## src/rtl/cwf_pkg.sv

```systemverilog
// Shared definitions for the converter word framer.
// Assumes: converter words are 16 bits by default; modules may override.
package cwf_pkg;
    localparam int CWF_WORD_W = 16;

    typedef enum logic {
        RATE_FULL = 1'b0,
        RATE_HALF = 1'b1
    } cwf_rate_t;
endpackage

```

## src/rtl/cwf_timing.sv

```systemverilog
// Frame timing: divides the master clock by two, counts bit-clock cycles
// within a frame, drives the start-of-word strobe, and issues the enables
// that the lane modules use in place of bit-clock edges.
// Assumes: rate mode is stable only at frame starts; it is captured there.
module cwf_timing
    import cwf_pkg::*;
#(
    parameter int WORD_W = CWF_WORD_W
) (
    input  logic                          clk,
    input  logic                          rst_n,
    input  logic                          rate_half,
    output logic                          bit_clk,
    output logic                          wclk,
    output logic                          frame_start,
    output logic                          rx_shift,
    output logic                          tx_sample,
    output logic                          tx_done
);
    localparam int HALF_W = WORD_W / 2;
    localparam int CNT_W  = $clog2(2 * WORD_W);
    localparam int POS_W  = $clog2(HALF_W);
    localparam logic [CNT_W-1:0] LAST_FULL = CNT_W'(WORD_W - 1);
    localparam logic [CNT_W-1:0] LAST_HALF = CNT_W'(2 * WORD_W - 1);
    localparam logic [CNT_W-1:0] HIGH_FULL = CNT_W'(WORD_W / 2);
    localparam logic [CNT_W-1:0] HIGH_HALF = CNT_W'(WORD_W);
    localparam logic [POS_W-1:0] POS_LAST  = POS_W'(HALF_W - 1);

    logic             bclk_q;
    logic             started_q;
    logic [CNT_W-1:0] cnt_q;
    logic [CNT_W-1:0] cnt_nxt;
    cwf_rate_t        mode_q;
    logic             wclk_q;
    logic             rise_en;
    logic             fall_en;
    logic [CNT_W-1:0] last_cnt;
    logic [CNT_W-1:0] high_lim;

    // Edge enables: the edge where bclk_q goes high is a bit-clock rise.
    always_comb begin
        rise_en  = ~bclk_q;
        fall_en  = bclk_q;
        last_cnt = (mode_q == RATE_HALF) ? LAST_HALF : LAST_FULL;
        high_lim = (mode_q == RATE_HALF) ? HIGH_HALF : HIGH_FULL;
        cnt_nxt  = cnt_q + 1'b1;
    end

    // Frame and lane strobes derived from the counter and mode.
    always_comb begin
        frame_start = rise_en && (!started_q || (cnt_q == last_cnt));
        rx_shift    = rise_en && started_q && !frame_start &&
                      ((mode_q == RATE_FULL) || cnt_q[0]);
        tx_sample   = fall_en && started_q;
        tx_done     = tx_sample && (cnt_q[POS_W-1:0] == POS_LAST);
    end

    // Divide-by-two bit clock.
    always_ff @(posedge clk) begin
        if (!rst_n) bclk_q <= 1'b0;
        else        bclk_q <= ~bclk_q;
    end

    // Frame counter, mode capture and strobe, all on bit-clock rises.
    always_ff @(posedge clk) begin
        if (!rst_n) begin
            started_q <= 1'b0;
            cnt_q     <= '0;
            mode_q    <= RATE_FULL;
            wclk_q    <= 1'b0;
        end else if (rise_en) begin
            if (frame_start) begin
                started_q <= 1'b1;
                cnt_q     <= '0;
                mode_q    <= cwf_rate_t'(rate_half);
                wclk_q    <= 1'b1;
            end else begin
                cnt_q  <= cnt_nxt;
                wclk_q <= (cnt_nxt < high_lim);
            end
        end
    end

    assign bit_clk = bclk_q;
    assign wclk    = wclk_q;
endmodule

```

## src/rtl/cwf_tx_lane.sv

```systemverilog
// Transmit lane assembler for one channel: shifts in the high-byte and
// low-byte lines MSB first on bit-clock falls and presents the finished
// word with a one-cycle strobe, converting offset binary if selected.
// Assumes: the timing block marks the eighth bit pair with tx_done.
module cwf_tx_lane #(
    parameter int WORD_W = 16
) (
    input  logic              clk,
    input  logic              rst_n,
    input  logic              tx_sample,
    input  logic              tx_done,
    input  logic              fmt_ob,
    input  logic              lane_hi,
    input  logic              lane_lo,
    output logic [WORD_W-1:0] word,
    output logic              valid
);
    localparam int HALF_W = WORD_W / 2;

    logic [HALF_W-1:0] hi_sr;
    logic [HALF_W-1:0] lo_sr;
    logic [HALF_W-1:0] hi_nxt;
    logic [HALF_W-1:0] lo_nxt;
    logic [WORD_W-1:0] joined;

    // Next shift contents, including the bit sampled on this edge.
    always_comb begin
        hi_nxt = {hi_sr[HALF_W-2:0], lane_hi};
        lo_nxt = {lo_sr[HALF_W-2:0], lane_lo};
        joined = {hi_nxt, lo_nxt};
    end

    // Byte shift registers, advanced on every sample enable.
    always_ff @(posedge clk) begin
        if (!rst_n) begin
            hi_sr <= '0;
            lo_sr <= '0;
        end else if (tx_sample) begin
            hi_sr <= hi_nxt;
            lo_sr <= lo_nxt;
        end
    end

    // Word output register and completion strobe.
    always_ff @(posedge clk) begin
        if (!rst_n) begin
            word  <= '0;
            valid <= 1'b0;
        end else begin
            valid <= tx_done;
            if (tx_done) word <= {joined[WORD_W-1] ^ fmt_ob, joined[WORD_W-2:0]};
        end
    end
endmodule

```

## src/rtl/cwf_rx_lane.sv

```systemverilog
// Receive lane serialiser for one channel: loads the ADC word at frame
// start (converting to offset binary if selected) and shifts it out MSB
// first whenever the timing block issues a shift enable.
// Assumes: frame_start and rx_shift are never high together.
module cwf_rx_lane #(
    parameter int WORD_W = 16
) (
    input  logic              clk,
    input  logic              rst_n,
    input  logic              frame_start,
    input  logic              rx_shift,
    input  logic              fmt_ob,
    input  logic [WORD_W-1:0] adc_word,
    output logic              rx_bit
);
    logic [WORD_W-1:0] sr_q;

    // Load at frame start, shift left on each shift enable.
    always_ff @(posedge clk) begin
        if (!rst_n)           sr_q <= '0;
        else if (frame_start) sr_q <= {adc_word[WORD_W-1] ^ fmt_ob, adc_word[WORD_W-2:0]};
        else if (rx_shift)    sr_q <= {sr_q[WORD_W-2:0], 1'b0};
    end

    assign rx_bit = sr_q[WORD_W-1];
endmodule

```

## src/rtl/conv_word_framer.sv

```systemverilog
// Top of the multichannel converter word framer. One timing block serves
// all channels; a generate loop builds one transmit assembler and one
// receive serialiser per channel.
// Assumes: single master clock domain; synchronous active-low reset.
module conv_word_framer
    import cwf_pkg::*;
#(
    parameter int NCH    = 4,
    parameter int WORD_W = CWF_WORD_W
) (
    input  logic                  clk,
    input  logic                  rst_n,
    input  logic                  rate_half,
    input  logic                  rx_fmt_ob,
    input  logic                  tx_fmt_ob,
    input  logic [2*NCH-1:0]      tx_lane,
    input  logic [WORD_W*NCH-1:0] adc_words,
    output logic                  bit_clk,
    output logic                  wclk,
    output logic [NCH-1:0]        rx_lane,
    output logic [WORD_W*NCH-1:0] dac_words,
    output logic                  dac_valid
);
    logic           frame_start;
    logic           rx_shift;
    logic           tx_sample;
    logic           tx_done;
    logic [NCH-1:0] valid_ch;

    cwf_timing #(.WORD_W(WORD_W)) u_timing (
        .clk        (clk),
        .rst_n      (rst_n),
        .rate_half  (rate_half),
        .bit_clk    (bit_clk),
        .wclk       (wclk),
        .frame_start(frame_start),
        .rx_shift   (rx_shift),
        .tx_sample  (tx_sample),
        .tx_done    (tx_done)
    );

    for (genvar c = 0; c < NCH; c++) begin : g_ch
        cwf_tx_lane #(.WORD_W(WORD_W)) u_tx (
            .clk      (clk),
            .rst_n    (rst_n),
            .tx_sample(tx_sample),
            .tx_done  (tx_done),
            .fmt_ob   (tx_fmt_ob),
            .lane_hi  (tx_lane[2*c+1]),
            .lane_lo  (tx_lane[2*c]),
            .word     (dac_words[WORD_W*c +: WORD_W]),
            .valid    (valid_ch[c])
        );

        cwf_rx_lane #(.WORD_W(WORD_W)) u_rx (
            .clk        (clk),
            .rst_n      (rst_n),
            .frame_start(frame_start),
            .rx_shift   (rx_shift),
            .fmt_ob     (rx_fmt_ob),
            .adc_word   (adc_words[WORD_W*c +: WORD_W]),
            .rx_bit     (rx_lane[c])
        );
    end

    // All channels complete together; channel 0 stands for the group.
    assign dac_valid = valid_ch[0];
endmodule

```

## config.mk

```make
export PLATFORM = sky130hd
export DESIGN_NAME = conv_word_framer
export DESIGN_NICKNAME = d
export VERILOG_FILES = /design/src/rtl/cwf_pkg.sv /design/src/rtl/cwf_timing.sv /design/src/rtl/cwf_tx_lane.sv /design/src/rtl/cwf_rx_lane.sv /design/src/rtl/conv_word_framer.sv
export SDC_FILE = /design/constraint.sdc
export NUM_CORES = 1
export LEC_CHECK = 0
export ABC_AREA = 1
export BUFFER_PORTS_ARGS = -buffer_cell sky130_fd_sc_hd__buf_2
export CORE_ASPECT_RATIO = 0.8
export CORE_MARGIN = 2
export CORE_UTILIZATION = 55
export DETAILED_ROUTE_END_ITERATION = 6
export PLACE_DENSITY_LB_ADDON = 0.08
export SETUP_SLACK_MARGIN = 0.1
export SLEW_MARGIN = 20
export SYNTH_ARGS = -nofsm -noshare
export SYNTH_HDL_FRONTEND = slang
export SYNTH_SLANG_ARGS = --single-unit
```

## constraint.sdc

```tcl
create_clock -name clk -period 2 [get_ports clk]
set_input_delay 0.3 -clock clk [delete_from_list [all_inputs] [get_ports clk]]
set_output_delay 0.3 -clock clk [all_outputs]
set_load 0.03 [all_outputs]
```

# == Word-level counts from Yosys, hierarchy flattened ==
# Index checks and enable logic that the tools add are counted.
# word_totals
register_bits,194
in_bits,77
word_cells,60
# classes
add_sub_neg,1
order_cmp,1
n_eq_ne,2
n_mux,12
n_bitwise,10
n_reduce_logical,12
# op_table
operator,n
$mux 16,8
$mux 5,3
$xor 1x1->1,8
$logic_and 1x1->1,6
$add 5x1->5 const B,1
$eq 5x5->1,1
$lt 5x5->1,1
$eq 3x3->1 const B,1
$logic_not 1->1,2
$logic_or 1x1->1,2
$not 1->1,2
$reduce_and 2->1,1
$reduce_bool 2->1,1
$mux 1,1

# == Logic depth before layout (Yosys ltp) ==
# Gate-level depths: netlist (run 1).
# depth
word_depth,9
depth_mapped,11
depth_no_buf,10

# == Cells and area by module ==
# A second synthesis (run 1) with hierarchy kept.
# hier_totals
hier_cells,1105
area_unflattened_um2,7963.9
# modules_own_cells
mod,n_inst,cells_each,area_each_um2,seq_area_each_um2
cwf_tx_lane,4,137,1078.5,620.6
cwf_rx_lane,4,122,793.3,320.3
cwf_timing,1,69,476.7,180.2

# == Least setup slack after synthesis (run 1) ==
# OpenSTA, ideal clock, no wires.
# synth_path
path_kind,register to register
from,"reg u_timing.bclk_q, in the netlist u_timing.bit_clk"
to,reg g_ch[0].u_tx.word[1]
t_arrival_ns,1.454
required_ns,1.940
slack_ns,0.487
stages_incl_launch_ff,10
synth_period_minus_slack_ns,1.513
path_cell_list,dfxtp_1 > buf_4 > nand2_2 > inv_2 > nand2_4 > nor2_2 > buf_6 > buf_6 > nand2_1 > nand2_1
# synth_between
elab_chain_len,2
# synth_rtl
element,line,text
start: declaration,cwf_timing.sv:29,logic bclk_q;
start signal: assignment,cwf_timing.sv:61,else bclk_q <= ~bclk_q;
$logic_and 1x1->1,cwf_timing.sv:54,tx_sample = fall_en && started_q;
$logic_and 1x1->1,cwf_timing.sv:55,tx_done = tx_sample && (cnt_q[POS_W-1:0] == POS_LAST);
end signal: assignment,cwf_tx_lane.sv:51,"if (tx_done) word <= {joined[WORD_W-1] ^ fmt_ob, joined[WORD_W-2:0]};"
end: declaration,cwf_tx_lane.sv:15,"output logic [WORD_W-1:0] word,"
# Every way passes these cells.
# A chain may end at the register's enable or synchronous reset.

# == Final worst setup path (run 1) ==
# layout_path
from,reg u_timing.cnt_q[0]
to,reg g_ch[0].u_tx.word[2]
# layout_between
elab_chain_len,2
# layout_rtl
element,line,text
start: declaration,cwf_timing.sv:31,logic [CNT_W-1:0] cnt_q;
start signal: assignment,cwf_timing.sv:78,cnt_q <= cnt_nxt;
$eq 3x3->1,cwf_timing.sv:55,
$logic_and 1x1->1,cwf_timing.sv:55,
# Every way passes these cells.

==> results of run 1 <==
## worst register-to-register path: stages (launching register included)
cell	delay [ps]
sky130_fd_sc_hd__dfxtp_1	310
sky130_fd_sc_hd__buf_4	150
sky130_fd_sc_hd__ha_1	210
sky130_fd_sc_hd__ha_1	210
sky130_fd_sc_hd__nand2_4	210
sky130_fd_sc_hd__buf_4	370
sky130_fd_sc_hd__nand3_1	140
sky130_fd_sc_hd__nand2_1	90
## worst paths after layout
check | cells past startpoint | slack, ps | start | endpoint
worst max-delay path | 7 | 270 | u_timing.cnt_q[0] | g_ch[0].u_tx.word[2]
worst min-delay path | 3 | 60 | tx_lane[3] | g_ch[1].u_tx.word[8]
worst max register to register | 7 | 270 | u_timing.cnt_q[0] | g_ch[0].u_tx.word[2]
worst min register to register | 2 | 460 | g_ch[1].u_tx.hi_sr[0] | g_ch[1].u_tx.word[9]
## final cells by class
type / instances / area (um^2) / area share
sequential: 194 / 3880 / 0.414
clock inverter: 13 / 145 / 0.0155
tap: 184 / 230 / 0.0245
clock buffer: 19 / 453 / 0.0483
inverter: 87 / 327 / 0.0348
timing repair buffer: 168 / 978 / 0.104
multi-input combinational: 767 / 3370 / 0.359
## where the power goes
group / switching, W / internal, W
Combinational: 0.000602 / 0.000361
Clock: 0.00152 / 0.00193
Sequential: 0.000117 / 0.00407
## kinds of logic (layout without fill, tap and decap cells)
logic type / count (synthesis) / after routing / share of synthesized area
compound gates: 156 / 156 / 0.0992
xor+xnor: 10 / 10 / 0.0110
fa+ha+maj: 3 / 3 / 0.00470
buf+inv: 169 / 287 / 0.0955
flops: 194 / 194 / 0.486
mux: 1 / 1 / 0.00125
simple gates: 596 / 597 / 0.302
## repair_timing
action                                  4_1_cts  5_1_grt
endpoints found under the setup margin        9       27
gates resized for setup                       0        2
cloned                                        1        0
pin swaps                                     1        0
hold buffers                                  0        0
## metrics by stage
step	instance area, um^2	worst slack (ps)	hold slack (ps)	TNS [ps]	total power (W)
floorplan	7990	487	403	0	0.00497
global placement	8770	72.2	449	0	0.00520
detailed placement	8770	-6.01	452	-6.01	0.00522
CTS	9370	178	51.6	0	0.00866
global route	9390	109	67.9	0	0.00901
finish	9390	266	59.8	0	0.00860
## flip-flops by register name (all words and copies together) (netlist names)
register            flops
g_ch.u_rx.sr_q         64
g_ch.u_tx.hi_sr        28
g_ch.u_tx.lo_sr        28
g_ch.u_tx.valid         1
g_ch.u_tx.word         64
u_timing.bit_clk        1
u_timing.cnt_q          5
u_timing.mode_q         1
u_timing.started_q      1
u_timing.wclk           1
## synth_stat cells (2+ instances only)
master	number
sky130_fd_sc_hd__a21oi_1	85
sky130_fd_sc_hd__buf_1	6
sky130_fd_sc_hd__buf_2	22
sky130_fd_sc_hd__buf_4	13
sky130_fd_sc_hd__buf_6	7
sky130_fd_sc_hd__clkbuf_1	34
sky130_fd_sc_hd__dfxtp_1	194
sky130_fd_sc_hd__ha_1	3
sky130_fd_sc_hd__inv_1	82
sky130_fd_sc_hd__inv_2	5
sky130_fd_sc_hd__nand2_1	364
sky130_fd_sc_hd__nand2_2	4
sky130_fd_sc_hd__nand3_1	124
sky130_fd_sc_hd__nor2_1	100
sky130_fd_sc_hd__o21ai_0	59
sky130_fd_sc_hd__o21ai_1	8
sky130_fd_sc_hd__o32ai_1	2
sky130_fd_sc_hd__xnor2_1	4
sky130_fd_sc_hd__xor2_1	6
## per-layer routing
layer / part of all wire / wire length (um)
met5: 0 / 0
met4: 0.012 / 208
met3: 0.063 / 1120
met2: 0.43 / 7690
met1: 0.49 / 8760
==> PnR_summary.wiki, run 1 <==
{| class="wikitable"
! Metric !! Value
|-
| Number of top-level pins || 148
|-
| Final period demand of the worst path || 1730 ps
|-
| Max VDD drop || 0.862 mV
|-
| Kind of cell adding the most delay to the critical path || buffers and inverters
|-
| Hold Crit Class || in -> reg
|-
| Post-synth net total || 1,209
|-
| Delay of the slowest cell on the worst path || approximately 370 ps
|-
| Met3 routing resource usage after global routing || 0.0477
|-
| Cell types with the largest area share after synthesis || sky130_fd_sc_hd__dfxtp_1 (49%), sky130_fd_sc_hd__nand2_1 (17%), sky130_fd_sc_hd__nand3_1 (7.8%), sky130_fd_sc_hd__a21oi_1 (5.3%), sky130_fd_sc_hd__nor2_1 (4.7%)
|-
| Clock Skew || 11.8 ps
|-
| Count of flip-flops with a built-in enable after synthesis || 0
|-
| Initial DRT Pass Iterations || 5
|-
| Via/cell ratio || 4.99
|-
| Initial cell density of the core || 0.561
|-
| Final critical-path share of the clock period || 0.867
|-
| Die Y || 112 um
|-
| Total power per unit cell area || 917 nW/um^2
|-
| Slowest CP cell || sky130_fd_sc_hd__buf_4
|-
| Cell area after technology mapping || 7990 um^2
|-
| Number of nets at the end of the flow || 1,315
|-
| Number of antenna-violating nets in the routed design || 0
|-
| Number of unique standard cell types used by synthesis || 26
|-
| Number of violations reported at the end of detailed-routing iteration 0 || 508
|-
| Layout cell share with drive strength beyond 1 || 0.171
|-
| Highest-count cells in the layout ignoring fill and taps || sky130_fd_sc_hd__nand2_1 (364), sky130_fd_sc_hd__dfxtp_1 (194), sky130_fd_sc_hd__buf_2 (146)
|-
| Input/output buffers || between 100 and 150
|-
| Core Util, Final || 0.659
|-
| Routed wire length per instance || 12.4 um
|-
| Core footprint || 14,200 um^2
|-
| Yosys warning total || 0
|-
| CTS Root Buffer Type || sky130_fd_sc_hd__clkbuf_16
|-
| Maximum capacitance violations || 0
|-
| Number of synthesized register bits || roughly 190
|-
| Fraction of the yosys area taken by sequential cells || 0.486
|-
| Final Hold Violating Endpoints || 0
|-
| Post-Place Cells || 1,399
|-
| Total via count in the routed design || slightly above 7k
|-
| Asr flop ratio synth || 0
|-
| M2 GR Usage || 0.354
|-
| Horiz. Die Dim || 139 um
|-
| Synthesized area divided by synthesized cell count || 7.08 um^2
|-
| Number of slew-limit violations in the final report || 0
|-
| GR Util All Layers || 0.232
|-
| Setup repair after global routing missed its margin || false
|-
| Count of filler cells inserted in the layout || 1,350
|-
| Post-DP HPWL || 10.6 mm
|-
| Highest-utilization routing layer at the global route stage || met2
|-
| Number of buffers between clock root and the deepest sink || 2
|-
| Clock Latency Late Sink || ~430 ps
|-
| DIE AREA || 15,500 um^2
|-
| Signed area change from the synthesized netlist to the final layout || 17.4%
|-
| Most common cell after layout, fill and taps aside || sky130_fd_sc_hd__nand2_1
|-
| Via count of the first global-routing pass || 6,329
|-
| LEAKAGE || 4.66 nW
|-
| Total CTS buffers || 17
|-
| Count of buffers added by post-CTS timing repair for setup || 0
|-
| Clock input transition at the sequential cells of the worst setup and hold paths || 70 ps
|-
| Total inserted antenna cells || 0
|-
| Cells after synthesis || 1,129
|-
| Count of buffering cells on the critical path with inverters included || 2
|-
| Library cell with the largest summed area after synthesis || sky130_fd_sc_hd__dfxtp_1
|-
| Outcome || finished clean
|-
| Critical Path End Type || register
|-
| Critical path data arrival time || 2110 ps
|-
| Maximum frequency from static timing analysis || around 580 MHz
|-
| Share of Yosys cell area claimed by the top area cell type || 0.486
|-
| CP cell instances || buf_4 -> ha_1 -> ha_1 -> nand2_4 -> buf_4 -> nand3_1 -> nand2_1
|-
| WS Path Type || reg -> reg
|-
| H-Tree Level Count || 4
|-
| Transition time of the tightest slew-check pin || around 700 ps
|-
| Clock tree from TritonCTS || yes
|-
| DRC violations left || 0
|-
| Initial antenna violation count || 0
|-
| Routability congestion estimate from global placement || 0.763
|-
| Finished Layout Cells || 1,432
|-
| First-pass GRT wire length || 30.1 mm
|-
| Routed wire length || 17.8 mm
|-
| Count of standard-cell rows || 39
|-
| Final number of setup-violating endpoints || 0
|-
| Worst endpoint required time || 2380 ps
|-
| Main synth FF type || sky130_fd_sc_hd__dfxtp_1
|-
| Pin count of the biggest net entering global routing || 102
|-
| Maximum net fanout on the critical path || 30
|-
| Met1 Track Usage GR || 0.331
|-
| Worst max-slew margin expressed relative to the limit || 0.534
|-
| Total overflow reported by the global router || 0
|-
| TritonCTS sink count || 194
|-
| Kind of start point of the critical path || register
|}
Power figures use the tool's default switching activity.
==> inputs of run 2 (changes only) <==
--- a/config.mk
+++ b/config.mk
@@ -9,7 +9,8 @@
 export BUFFER_PORTS_ARGS = -buffer_cell sky130_fd_sc_hd__buf_2
 export CORE_ASPECT_RATIO = 0.8
 export CORE_MARGIN = 2
-export CORE_UTILIZATION = 55
+export CORE_UTILIZATION = 50
+export CTS_CLUSTER_SIZE = 30
 export DETAILED_ROUTE_END_ITERATION = 6
 export PLACE_DENSITY_LB_ADDON = 0.08
 export SETUP_SLACK_MARGIN = 0.1
==> constraint.sdc (replaced) <==
create_clock -name clk -period 1.55 [get_ports clk]
set_input_delay 0.2325 -clock clk [delete_from_list [all_inputs] [get_ports clk]]
set_output_delay 0.2325 -clock clk [all_outputs]
set_load 0.03 [all_outputs]
==> PnR_summary.wiki, run 2 (synthesis results as in run 1) <==
{| class="wikitable"
! Metric !! Value
|-
| Number of slew-limit violations in the final report || 0 (unchanged)
|-
| Placement Cell Area || 8880 um^2 (+1.2%)
|-
| Number of violations reported at the end of detailed-routing iteration 0 || 499 (-1.8%)
|-
| Initial antenna violation count || 0 (unchanged)
|-
| Most common cell after layout, fill and taps aside || sky130_fd_sc_hd__nand2_1
|-
| Total overflow reported by the global router || 0 (unchanged)
|-
| Max VDD drop || 0.817 mV (-5.2%)
|-
| Layout cell share with drive strength beyond 1 || 0.259 (+0.0876)
|-
| LEAKAGE || 5.13 nW (+10%)
|-
| CP cell instances || inv_1 -> nand2_1 -> nand2_1 -> nand2_4 -> nand2_8 -> nand2_8 -> buf_12 -> clkbuf_16 -> nand2_1 -> nand2_1 -> a21oi_1
|-
| Number of nets at the end of the flow || 1,361 (+3.5%)
|-
| Area of all placed cells without fillers || 10,700 um^2 (+14%)
|-
| Via/cell ratio || 5.01 (+0.34%)
|-
| Clock Latency Late Sink || 430 ps (about the same)
|-
| Routed wire length per instance || 15.2 um (+22%)
|-
| Slowest CP cell || sky130_fd_sc_hd__dfxtp_1
|-
| Power after layout || 0.0115 W (+34%)
|-
| Hold Crit Class || in -> reg
|-
| Number of top-level pins || 148 (unchanged)
|-
| Combinational group share of total power || 0.158 (+0.046)
|-
| DRC violations left || 0 (unchanged)
|-
| Transition time of the tightest slew-check pin || 706 ps (+9.58 ps)
|-
| Core footprint || 15,700 um^2 (+10%)
|-
| Count of filler cells inserted in the layout || 1,351 (+0.074%)
|-
| Routed wire length || 22.9 mm (+29%)
|-
| Leading registers by flop count || g_ch.u_rx.sr_q (64), g_ch.u_tx.word (64)
|-
| Post-DP HPWL || 11.0 mm (+3.8%)
|-
| CTS Root Buffer Type || sky130_fd_sc_hd__clkbuf_16
|-
| Die Y || 117 um (+4.7%)
|-
| Multi-input gate area || 3720 um^2 (+10%)
|-
| Switching Share || 0.276 (+0.0156)
|-
| Net switching power || 0.00318 W (+42%)
|-
| Horiz. Die Dim || 145 um (+4.7%)
|-
| Proportion of power drawn by flip-flops and latches || 0.469 (-0.018)
|-
| Maximum net fanout on the critical path || 7 (-77%)
|-
| Signed area change from the synthesized netlist to the final layout || 33.4%
|-
| Total inserted antenna cells || 0 (unchanged)
|-
| First-pass GRT wire length || 33.3 mm (+11%)
|-
| Smallest setup slack after layout || -60.9 ps (-327 ps)
|-
| Total CTS buffers || 17 (unchanged)
|-
| Via count of the first global-routing pass || 6,432 (+1.6%)
|-
| Portion of total power attributed to the clock network || 0.372 (-0.029)
|-
| Setup repair after global routing missed its margin || true
|-
| Clock Skew || 10.0 ps (-1.73 ps)
|-
| H-Tree Level Count || 4 (unchanged)
|-
| Worst endpoint required time || 1830 ps (-550 ps)
|-
| Final critical-path share of the clock period || 1.04 (+0.173)
|-
| Kind of cell adding the most delay to the critical path || simple AND/OR/NAND/NOR gates
|-
| Critical Path End Type || register
|-
| Total via count in the routed design || 7,553 (+5.7%)
|-
| Internal Pwr Total || 0.00833 W (+31%)
|-
| Count of buffering cells on the critical path with inverters included || 3 (+1)
|-
| Final Hold Violating Endpoints || 0 (unchanged)
|-
| Final period demand of the worst path || 1610 ps (-123 ps)
|-
| Routability congestion estimate from global placement || 0.745 (-2.5%)
|-
| Outcome || complete, but fails checks
|-
| Pin count of the biggest net entering global routing || 76 (-25%)
|-
| Critical path data arrival time || 1890 ps (-220 ps)
|-
| Number of buffers between clock root and the deepest sink || 2 (unchanged)
|-
| Final sum of negative setup slack || -165 ps (-165 ps)
|-
| Maximum frequency from static timing analysis || 621 MHz (+7.6%)
|-
| WS Path Type || reg -> reg
|-
| Total power per unit cell area || 1080 nW/um^2 (+18%)
|-
| Dominant cell type by count on the critical path || sky130_fd_sc_hd__nand2_1
|-
| Final number of setup-violating endpoints || 6 (+6)
|-
| Number of antenna-violating nets in the routed design || 0 (unchanged)
|-
| Highest-count cells in the layout ignoring fill and taps || sky130_fd_sc_hd__nand2_1 (324), sky130_fd_sc_hd__dfxtp_1 (189), sky130_fd_sc_hd__buf_2 (145)
|-
| Register area || 3890 um^2 (+0.16%)
|-
| Kind of start point of the critical path || register
|-
| Worst max-slew margin expressed relative to the limit || 0.529 (-0.00528)
|-
| DIE AREA || 17,000 um^2 (+9.7%)
|-
| Violated checks || negative setup slack
|-
| Input/output buffers || 147 (unchanged)
|-
| Count of standard-cell rows || 41 (+5.1%)
|-
| Initial cell density of the core || 0.509 (-0.0518)
|-
| Initial DRT Pass Iterations || 5 (unchanged)
|-
| Clock tree from TritonCTS || yes
|-
| Maximum capacitance violations || 0 (unchanged)
|-
| Delay of the slowest cell on the worst path || 380 ps (about the same)
|-
| TritonCTS sink count || 194 (unchanged)
|-
| Clock input transition at the sequential cells of the worst setup and hold paths || 70 ps (about the same)
|-
| GR Util All Layers || 0.243 (+0.0107)
|}
[run 2: cell type report]
type	count	share of cell area
Clock inverter	12	0.0116
Clock buffer	19	0.0415
Sequential cell	194	0.365
Tap cell	215	0.0252
Timing Repair Buffer	212	0.176
Inverter	87	0.0318
Multi-Input combinational cell	769	0.349
[run 2: final timing paths]
| kind | endpoint | depth (start not counted) | startpoint | slack (ps) |
|---|---|---|---|---|
| setup reg to reg | g_ch[0].u_rx.sr_q[1] | 11 | u_timing.cnt_q[4] | -60 |
| hold reg to reg | g_ch[2].u_tx.word[7] | 2 | g_ch[2].u_tx.lo_sr[6] | 450 |
| hold / removal | g_ch[2].u_tx.word[0] | 3 | tx_lane[4] | 20 |
| setup / recovery | g_ch[0].u_rx.sr_q[1] | 11 | u_timing.cnt_q[4] | -60 |
[run 2: per-stage QoR]
step / worst slack [ps] / utilization / hold slack [ps] / std cells
2_1_floorplan: 115 / - / 336 / 1129
3_3_place_gp: -507 / 0.566 / 438 / 1434
3_5_place_dp: -533 / 0.566 / 438 / 1434
4_1_cts: 56.1 / 0.639 / 2.22 / 1495
5_1_grt: -89.9 / 0.679 / 28.0 / 1508
6_report: -60.9 / 0.679 / 15.6 / 1508
[run 2: what timing repair did]
| item | CTS | global route |
|---|---|---|
| gates cloned | 12 | 11 |
| buffers inserted | 16 | 2 |
| pin swaps | 9 | 21 |
| setup endpoints to repair | 135 | 125 |
| hold endpoints to repair | 2 | 0 |
| resized for setup | 32 | 98 |
| hold buffers | 2 | 0 |
[run 2: worst reg2reg max path, stage by stage, from the launching register on]
cell and delay, ps:
sky130_fd_sc_hd__dfxtp_1 380, sky130_fd_sc_hd__inv_1 70, sky130_fd_sc_hd__nand2_1 80, sky130_fd_sc_hd__nand2_1 90, sky130_fd_sc_hd__nand2_4 130, sky130_fd_sc_hd__nand2_8 80
sky130_fd_sc_hd__nand2_8 100, sky130_fd_sc_hd__buf_12 150, sky130_fd_sc_hd__clkbuf_16 160, sky130_fd_sc_hd__nand2_1 60, sky130_fd_sc_hd__nand2_1 80, sky130_fd_sc_hd__a21oi_1 80
[run 2: routing by layer]
layer | vias to the layer above | routed length [um] | GRT usage
met5 | - | 0 | 0
met4 | 0 | 218 | 0.0503
met3 | 23 | 1460 | 0.0516
met2 | 242 | 9990 | 0.370
met1 | 3420 | 11200 | 0.359
li1 | 3868 | - | -
[run 2: power groups by stage]
stage	registers, W	logic (W)	clock network [W]
floorplan	0.00548	0.000924	0
global placement	0.00550	0.00128	0
detailed placement	0.00551	0.00129	0
CTS	0.00539	0.00147	0.00433
global route	0.00543	0.00198	0.00457
finish	0.00540	0.00182	0.00429
==> inputs of run 3 (changes only) <==
--- a/config.mk
+++ b/config.mk
@@ -8,10 +8,10 @@
 export ABC_AREA = 1
 export BUFFER_PORTS_ARGS = -buffer_cell sky130_fd_sc_hd__buf_2
 export CORE_ASPECT_RATIO = 0.8
-export CORE_MARGIN = 2
-export CORE_UTILIZATION = 50
+export CORE_UTILIZATION = 32
 export CTS_CLUSTER_SIZE = 30
 export DETAILED_ROUTE_END_ITERATION = 6
+export MAX_ROUTING_LAYER = met4
 export PLACE_DENSITY_LB_ADDON = 0.08
 export SETUP_SLACK_MARGIN = 0.1
 export SLEW_MARGIN = 20
==> PnR_summary.wiki, run 3 (synthesis results as in run 1) <==
{| class="wikitable"
! Metric !! Value
|-
| Slowest CP cell || sky130_fd_sc_hd__dfxtp_2
|-
| Maximum frequency from static timing analysis || 657 MHz (+5.8%)
|-
| LEAKAGE || 5.15 nW (+0.35%)
|-
| Number of violations reported at the end of detailed-routing iteration 0 || 539 (+8.0%)
|-
| DRC violations left || 0 (unchanged)
|-
| Number of antenna-violating nets in the routed design || 0 (unchanged)
|-
| Core footprint || 24,400 um^2 (+56%)
|-
| Highest metal layer with signal wires || met4
|-
| Highest-count cells in the layout ignoring fill and taps || sky130_fd_sc_hd__nand2_1 (321), sky130_fd_sc_hd__dfxtp_1 (189), sky130_fd_sc_hd__buf_2 (145)
|-
| Critical Path End Type || register
|-
| Worst endpoint required time || 1920 ps (+90 ps)
|-
| Delay of the slowest cell on the worst path || 340 ps (-40 ps)
|-
| Leading registers by flop count || g_ch.u_rx.sr_q (64), g_ch.u_tx.word (64)
|-
| Transition time of the tightest slew-check pin || 485 ps (-221 ps)
|-
| Combinational group share of total power || 0.151 (-0.007)
|-
| Setup repair after global routing missed its margin || true
|-
| Via count of the first global-routing pass || 6,787 (+5.5%)
|-
| TritonCTS sink count || 194 (unchanged)
|-
| Initial cell density of the core || 0.327 (-0.182)
|-
| Clock Latency Late Sink || 440 ps (about the same)
|-
| Die Y || 143 um (+22%)
|-
| Pin count of the biggest net entering global routing || 119 (+57%)
|-
| Routed wire length || 23.1 mm (+0.75%)
|-
| Post-Route M1 WL || 12.3 mm (+9.7%)
|-
| Switching Share || 0.294 (+0.0176)
|-
| Via/cell ratio || 4.59 (-8.3%)
|-
| Clock Skew || 21.6 ps (+11.6 ps)
|-
| Input/output buffers || 147 (unchanged)
|-
| Final number of setup-violating endpoints || 0 (-6)
|-
| Routed wire length per instance || 14.3 um (-5.9%)
|-
| DIE AREA || 25,600 um^2 (+51%)
|-
| Maximum capacitance violations || 0 (unchanged)
|-
| CP cell instances || ha_4 -> nand3_4 -> inv_2 -> nand2_4 -> nand3_4 -> nand2_4 -> buf_12 -> buf_6 -> buf_12 -> nand2_1 -> a21oi_1
|-
| Portion of total power attributed to the clock network || 0.389 (+0.017)
|-
| WS Path Type || reg -> reg
|-
| Initial DRT Pass Iterations || 5 (unchanged)
|-
| GR Util All Layers || 0.187 (-0.0557)
|-
| Total inserted antenna cells || 0 (unchanged)
|-
| Number of buffers between clock root and the deepest sink || 2 (unchanged)
|-
| Outcome || finished clean
|-
| Maximum net fanout on the critical path || 8 (+1)
|-
| Final critical-path share of the clock period || 0.982 (-0.0569)
|-
| Post-DP HPWL || 12.5 mm (+13%)
|-
| Critical path data arrival time || 1890 ps (about the same)
|-
| Internal Pwr Total || 0.00830 W (-0.40%)
|-
| Proportion of power drawn by flip-flops and latches || 0.461 (-0.008)
|-
| Net switching power || 0.00345 W (+8.6%)
|-
| Kind of start point of the critical path || register
|-
| Count of buffering cells on the critical path with inverters included || 4 (+1)
|-
| Final period demand of the worst path || 1520 ps (-88.1 ps)
|-
| Total via count in the routed design || 7,413 (-1.9%)
|-
| Count of standard-cell rows || 51 (+24%)
|-
| First-pass GRT wire length || 36.4 mm (+9.5%)
|-
| Most common cell after layout, fill and taps aside || sky130_fd_sc_hd__nand2_1
|-
| WL met2 || 9.99 mm (about the same)
|-
| Layout cell share with drive strength beyond 1 || 0.251 (-0.00832)
|-
| Final Hold Violating Endpoints || 0 (unchanged)
|-
| Total power per unit cell area || 1090 nW/um^2 (+1.0%)
|-
| Total overflow reported by the global router || 0 (unchanged)
|-
| Routability congestion estimate from global placement || 0.727 (-2.4%)
|-
| Max VDD drop || 0.736 mV (-10%)
|-
| Pre-CTS setup slack || -148 ps (+385 ps)
|-
| Clock input transition at the sequential cells of the worst setup and hold paths || 80 ps (about the same)
|-
| H-Tree Level Count || 4 (unchanged)
|-
| Detailed-routed wire length on met3 || 682 um (-53%)
|-
| Number of slew-limit violations in the final report || 0 (unchanged)
|-
| Smallest setup slack after layout || 27.2 ps (+88.1 ps)
|-
| Kind of cell adding the most delay to the critical path || buffers and inverters
|-
| Number of nets at the end of the flow || 1,363 (+0.15%)
|-
| Worst max-slew margin expressed relative to the limit || 0.677 (+0.148)
|-
| Horiz. Die Dim || 179 um (+23%)
|-
| Signed area change from the synthesized netlist to the final layout || 34.8%
|-
| Number of top-level pins || 148 (unchanged)
|-
| Total CTS buffers || 17 (unchanged)
|-
| Clock tree from TritonCTS || yes
|-
| Core Util, Final || 0.441 (-0.238)
|-
| Hold Crit Class || in -> reg
|-
| CTS Root Buffer Type || sky130_fd_sc_hd__clkbuf_16
|-
| Final sum of negative setup slack || 0 ps (+165 ps)
|-
| Initial antenna violation count || 0 (unchanged)
|}
[run 3: stage by stage]
stage	hold WS [ps]	power (W)	area [um^2]	cells
after global routing	10.1	0.0123	10800	1614
after floorplan	336	0.00641	8000	1129
after CTS	0.0383	0.0118	10400	1608
after detailed placement	448	0.00683	9080	1543
after global placement	440	0.00683	9080	1543
final	19.3	0.0117	10800	1614
[run 3: worst paths after layout]
kind,from,endpoint,slack [ps],cells after the start
worst max-delay path,u_timing.cnt_q[0],g_ch[3].u_rx.sr_q[9],30,11
worst min-delay path,tx_lane[0],g_ch[0].u_tx.word[0],20,3
worst max register to register,u_timing.cnt_q[0],g_ch[3].u_rx.sr_q[9],30,11
worst min register to register,g_ch[2].u_tx.hi_sr[4],g_ch[2].u_tx.word[13],460,2
[run 3: cell type report]
class | instances | area [um^2]
inverter | 87 | 337
fill | 2576 | 13700
clock inverter | 14 | 181
clock buffer | 18 | 439
multi-input combinational | 767 | 3660
timing repair buffer | 216 | 1870
sequential | 194 | 3890
tap | 318 | 398
[run 3: power by group through the flow]
stage	sequential, W	clock [W]	combinational, W
after floorplan	0.00548	0	0.000924
after global placement	0.00551	0	0.00132
after detailed placement	0.00551	0	0.00132
after CTS	0.00540	0.00474	0.00164
after global routing	0.00545	0.00493	0.00198
final	0.00541	0.00457	0.00177
[run 3: routing by layer]
layer	vias to the layer above	global-route usage
met2	126	0.270
li1	3864	-
met1	3419	0.273
met3	4	0.0294
met4	0	0.0410
met5	-	-
[run 3: worst min-delay path, delay by kind of cell]
kind | cells | cell delay, ps
buffers and inverters | 1 | 90
and+or+nand+nor | 2 | 100
[run 3: what timing repair did]
action                                  in CTS  in global routing
pin swaps                                   12                 25
gates resized for setup                     46                 82
cloned                                      13                  4
buffers inserted                            15                  4
endpoints found under the setup margin     135                126
hold buffers                                 5                  0
endpoints found under the hold margin        5                  0
